$ cat config.mk
export PLATFORM = sky130hd
export DESIGN_NAME = slew_regulator
export DESIGN_NICKNAME = d
export VERILOG_FILES = /design/src/rtl/slew_reg_pkg.sv /design/src/rtl/slew_err_sense.sv /design/src/rtl/slew_duty_step.sv /design/src/rtl/slew_regulator.sv
export SDC_FILE = /design/constraint.sdc
export NUM_CORES = 1
export LEC_CHECK = 0
export BUFFER_PORTS_ARGS = -buffer_cell sky130_fd_sc_hd__buf_2
export CORE_UTILIZATION = 37
export CTS_CLUSTER_SIZE = 30
export DETAILED_ROUTE_END_ITERATION = 8
export SLEW_MARGIN = 40
export SYNTH_ARGS = -nofsm -noshare
export SYNTH_HDL_FRONTEND = slang
export SYNTH_SLANG_ARGS = --single-unit
$ cat constraint.sdc
create_clock -name clk -period 2 [get_ports clk]
set_input_delay 0.2 -clock clk [delete_from_list [all_inputs] [get_ports clk]]
set_output_delay 0.2 -clock clk [all_outputs]
set_load 0.005 [all_outputs]
$ cat src/rtl/slew_reg_pkg.sv
package slew_reg_pkg;

    // Direction of the pressure error for one reading
    typedef enum logic [1:0] {
        ERR_NONE = 2'd0,
        ERR_LOW  = 2'd1,   // pressure under target: push duty up
        ERR_HIGH = 2'd2    // pressure over target: pull duty down
    } err_dir_e;

    // Update request handed from the error sensor to the duty register
    typedef struct packed {
        logic     go;
        err_dir_e dir;
    } step_req_t;

    function automatic err_dir_e classify(input int unsigned meas,
                                          input int unsigned tgt);
        if (meas < tgt)      return ERR_LOW;
        else if (meas > tgt) return ERR_HIGH;
        else                 return ERR_NONE;
    endfunction

    function automatic int unsigned clamp_range(input int unsigned v,
                                                input int unsigned lo,
                                                input int unsigned hi);
        if (v < lo)      return lo;
        else if (v > hi) return hi;
        else             return v;
    endfunction

endpackage

$ cat src/rtl/slew_err_sense.sv
module slew_err_sense
    import slew_reg_pkg::*;
#(
    parameter int PRES_W = 12
) (
    input  logic              en_i,
    input  logic              smp_vld_i,
    input  logic [PRES_W-1:0] pres_i,
    input  logic [PRES_W-1:0] target_i,
    output step_req_t         req_o
);
    always_comb begin
        req_o.go  = en_i & smp_vld_i;
        req_o.dir = classify(32'(pres_i), 32'(target_i));
    end
endmodule

$ cat src/rtl/slew_duty_step.sv
module slew_duty_step
    import slew_reg_pkg::*;
#(
    parameter int DUTY_W   = 12,
    parameter int STEP     = 16,
    parameter int DUTY_MIN = 400,
    parameter int DUTY_MAX = 4095
) (
    input  err_dir_e          dir_i,
    input  logic [DUTY_W-1:0] cur_i,
    output logic [DUTY_W-1:0] nxt_o
);
    // One extra bit so sums and differences never wrap
    localparam int XW = DUTY_W + 1;
    localparam logic [XW-1:0] STEP_X = XW'(STEP);
    localparam logic [XW-1:0] MIN_X  = XW'(DUTY_MIN);
    localparam logic [XW-1:0] MAX_X  = XW'(DUTY_MAX);

    logic [XW-1:0] cur_x, room_up, room_dn, res_x;

    always_comb begin
        cur_x   = {1'b0, cur_i};
        room_up = (cur_x >= MAX_X) ? '0 : (MAX_X - cur_x);
        room_dn = (cur_x <= MIN_X) ? '0 : (cur_x - MIN_X);
        unique case (dir_i)
            ERR_LOW:  res_x = (room_up < STEP_X) ? MAX_X : (cur_x + STEP_X);
            ERR_HIGH: res_x = (room_dn < STEP_X) ? MIN_X : (cur_x - STEP_X);
            default:  res_x = cur_x;
        endcase
        nxt_o = res_x[DUTY_W-1:0];
    end
endmodule

$ cat src/rtl/slew_regulator.sv
module slew_regulator
    import slew_reg_pkg::*;
#(
    parameter int DUTY_W    = 12,
    parameter int PRES_W    = 12,
    parameter int STEP      = 16,
    parameter int DUTY_MIN  = 400,
    parameter int DUTY_MAX  = 4095,
    parameter int DUTY_INIT = 400
) (
    input  logic              clk,
    input  logic              rst,
    input  logic              en_i,
    input  logic              smp_vld_i,
    input  logic [PRES_W-1:0] pres_i,
    input  logic [PRES_W-1:0] target_i,
    output logic [DUTY_W-1:0] duty_o
);
    // Start value forced inside the legal band
    localparam int unsigned INIT_EFF =
        clamp_range(DUTY_INIT, DUTY_MIN, DUTY_MAX);
    localparam logic [DUTY_W-1:0] INIT_VAL = DUTY_W'(INIT_EFF);

    step_req_t         req;
    logic [DUTY_W-1:0] duty_q, duty_nxt;

    slew_err_sense #(.PRES_W(PRES_W)) u_sense (
        .en_i      (en_i),
        .smp_vld_i (smp_vld_i),
        .pres_i    (pres_i),
        .target_i  (target_i),
        .req_o     (req)
    );

    slew_duty_step #(
        .DUTY_W   (DUTY_W),
        .STEP     (STEP),
        .DUTY_MIN (DUTY_MIN),
        .DUTY_MAX (DUTY_MAX)
    ) u_step (
        .dir_i (req.dir),
        .cur_i (duty_q),
        .nxt_o (duty_nxt)
    );

    always_ff @(posedge clk) begin
        if (rst || !en_i) begin
            duty_q <= INIT_VAL;
        end else if (req.go) begin
            duty_q <= duty_nxt;
        end
    end

    assign duty_o = duty_q;
endmodule

==> out/metrics.yaml <==
status: "finished clean"
powerDensity_mw_per_mm2: 403.5
p_leak_uw: 0.0007094
portBuffers: 39
cp.required_ns: 2.21
die_area_mm2: 0.003524
cts_tree: "done"
ant_nets: 0
detail_route.vias_per_cell: 5.304
dp_slack_ns: -0.1032
use_met2_pct: 30.18
synth_edf_count: 0
overflow: 0
yosysWarnings: 0
busiest_layer: "met2"
seqPwrFrac_pct: 32.6
fin_skew_ns: 0.002481
finish.net_count: 237
startpoint: "duty_o[5]"
first_global_vias: 1111
cts_root_buf: "clkbuf_4"
critPathKind: "reg -> reg"
worst_pin_slew_ns: 0.4169
syn_inst: 148
grt_antenna_before_repair: 0
hold_buffers: 0
die_h_um: 59.36
r2r-end: "duty_o[10]"
setup_slack_ns: 0.1579
largest_reg_flops: 9
drive_gt1_share_pct: 36.27
syn_to_final_growth_pct: 23.23
syn_avg_cell_area_um2: 8.226
drt_iter0_drc: 60
synth_nets: 191
reg2reg_depth: 9
place_congestion: 0.7878
io_pins: 40
numCtsBuffers: 3
p_comb_share_pct: 43.8
endpoint: "duty_o[10]"
drv_cap: 0
drt-pass1-iter-count: 4
end_kind: "flip-flop"
max-vdd-ir-drop_mv: 0.2088
setup_viol: 0
hold_violations: 0
drv_slew: 0
cts.path.max_buffers: 2
netSwitchingFraction_pct: 35.14
p_switching_uw: 212.7
cts.htree.levels: 1
crit_arrival_ns: 2.05
wl_um: 2858
die_x_um: 59.36
p_int_uw: 392.5
wl_per_cell_um: 12.06
pwr-share-clk_pct: 23.5
final_common_cell: "buf_2"
vias: 1257
path_clk_slew_ns: 0.06
fin_crit_ns: 1.842
slew_headroom_pct: 72.00
num_rows: 20
synthesis.area_mm2: 0.001217
layout_common_cells: "39 x buf_2, 15 x ha_1, 14 x inv_1"
reg2reg_slack_ns: 0.16
met1_usage_pct: 21.32
period_share_pct: 92.11
grt_max_degree: 12
clock.fmax_mhz: 542.8
hold_path.class: "in -> reg"
cts_sinks: 9
initial_core_util_pct: 39.55
critPathLaunchType: "flip-flop"
grt_first_pass_wirelength_um: 4671
stdcell_count: 237
grt_util_met3_pct: 4.148
yosysSeqAreaShare_pct: 14.80
crit_path_max_fanout: 7
core_mm2: 0.003078
synth_cell_type_count: 46
place_inst: 233
clk_latency_ns: 0.26
synthFlopType: "dfxtp_1"
synth-seq-cells: 9
grt_util_all_layers_pct: 17.19
rsz0062_at_grt: "false"
drc: 0
hpwl_um: 2330
async_flop_share_pct: 0
r2r-start: "duty_o[5]"
num_antenna_cells: 0
==> per-stage QoR <==
step	power (uW)	hold WS [ns]	cell area (um^2)	TNS [ns]	util [%]
detailed placement	465.2	0.5264	1473	-0.3045	47.85
finish	605.3	0.2520	1500	0	48.74
CTS	610.7	0.2502	1499	0	48.70
global route	649.7	0.2523	1500	0	48.74
floorplan	378.1	0.3546	1217	0	-
global placement	459.3	0.5237	1473	-0.03411	47.85
==> final cells by class <==
| type | count | area, um^2 |
|---|---|---|
| Clock buffer | 4 | 26.28 |
| Inverter | 14 | 52.55 |
| Multi-Input combinational cell | 115 | 900.9 |
| Timing Repair Buffer | 51 | 285.3 |
| Fill cell | 315 | 1578 |
| Sequential cell | 9 | 180.2 |
| Tap cell | 44 | 55.05 |
==> worst max-delay path, stage by stage, from the launching register on <==
cell,delay (ns)
dfxtp_1,0.33
inv_1,0.08
ha_1,0.23
xnor2_1,0.14
and3_1,0.20
o31ai_2,0.22
buf_4,0.18
nand2_1,0.05
mux2i_1,0.16
o221a_1,0.19
==> Yosys cell counts, drive strengths merged, types with 4 or more instances <==
master	number	area share (%)
a21oi	8	3.9
buf	9	5.9
dfxtp	9	15
ha	15	15
inv	14	4.3
mux2i	5	4.1
nand2	11	3.6
nand3	5	2.1
nand4	4	3.8
nor3	7	2.9
o211ai	5	3.1
o21a	4	2.6
o21ai	11	5.8
xnor2	6	4.3
==> worst min path at each step <==
stage / from / end / depth (start not counted)
4_1_cts: rst / duty_o[2] / 3
2_1_floorplan: en_i / duty_o[2] / 2
6_report: en_i / duty_o[2] / 3
3_3_place_gp: rst / duty_o[2] / 3
3_5_place_dp: en_i / duty_o[2] / 3
5_1_grt: en_i / duty_o[2] / 3
==> repair_timing <==
action | in CTS | in global routing
resized for setup | 0 | 1
buffers inserted | 0 | 0
endpoints found under the hold margin | 0 | 0
setup endpoints to repair | 0 | 1
==> kinds of logic after synthesis <==
logic type,synth area share [%]
buf+inv,11.30
simple gates,23.13
xor+xnor,5.036
fa+ha+maj,15.42
mux,5.036
compound gates,25.28
flops,14.80
==> routing by layer <==
metal  vias to the layer above  wire, um
met3                         4       153
met1                       569      1315
li1                        634         -
met5                         -         0
met2                        50      1359
met4                         0        29
==> power groups by stage <==
stage	registers [uW]	clock network [uW]	logic [uW]
2_1_floorplan	200	0	178
3_3_place_gp	201	0	258
3_5_place_dp	201	0	264
4_1_cts	197	148	266
5_1_grt	199	158	293
6_report	198	142	265
Power figures use the tool's default switching activity.
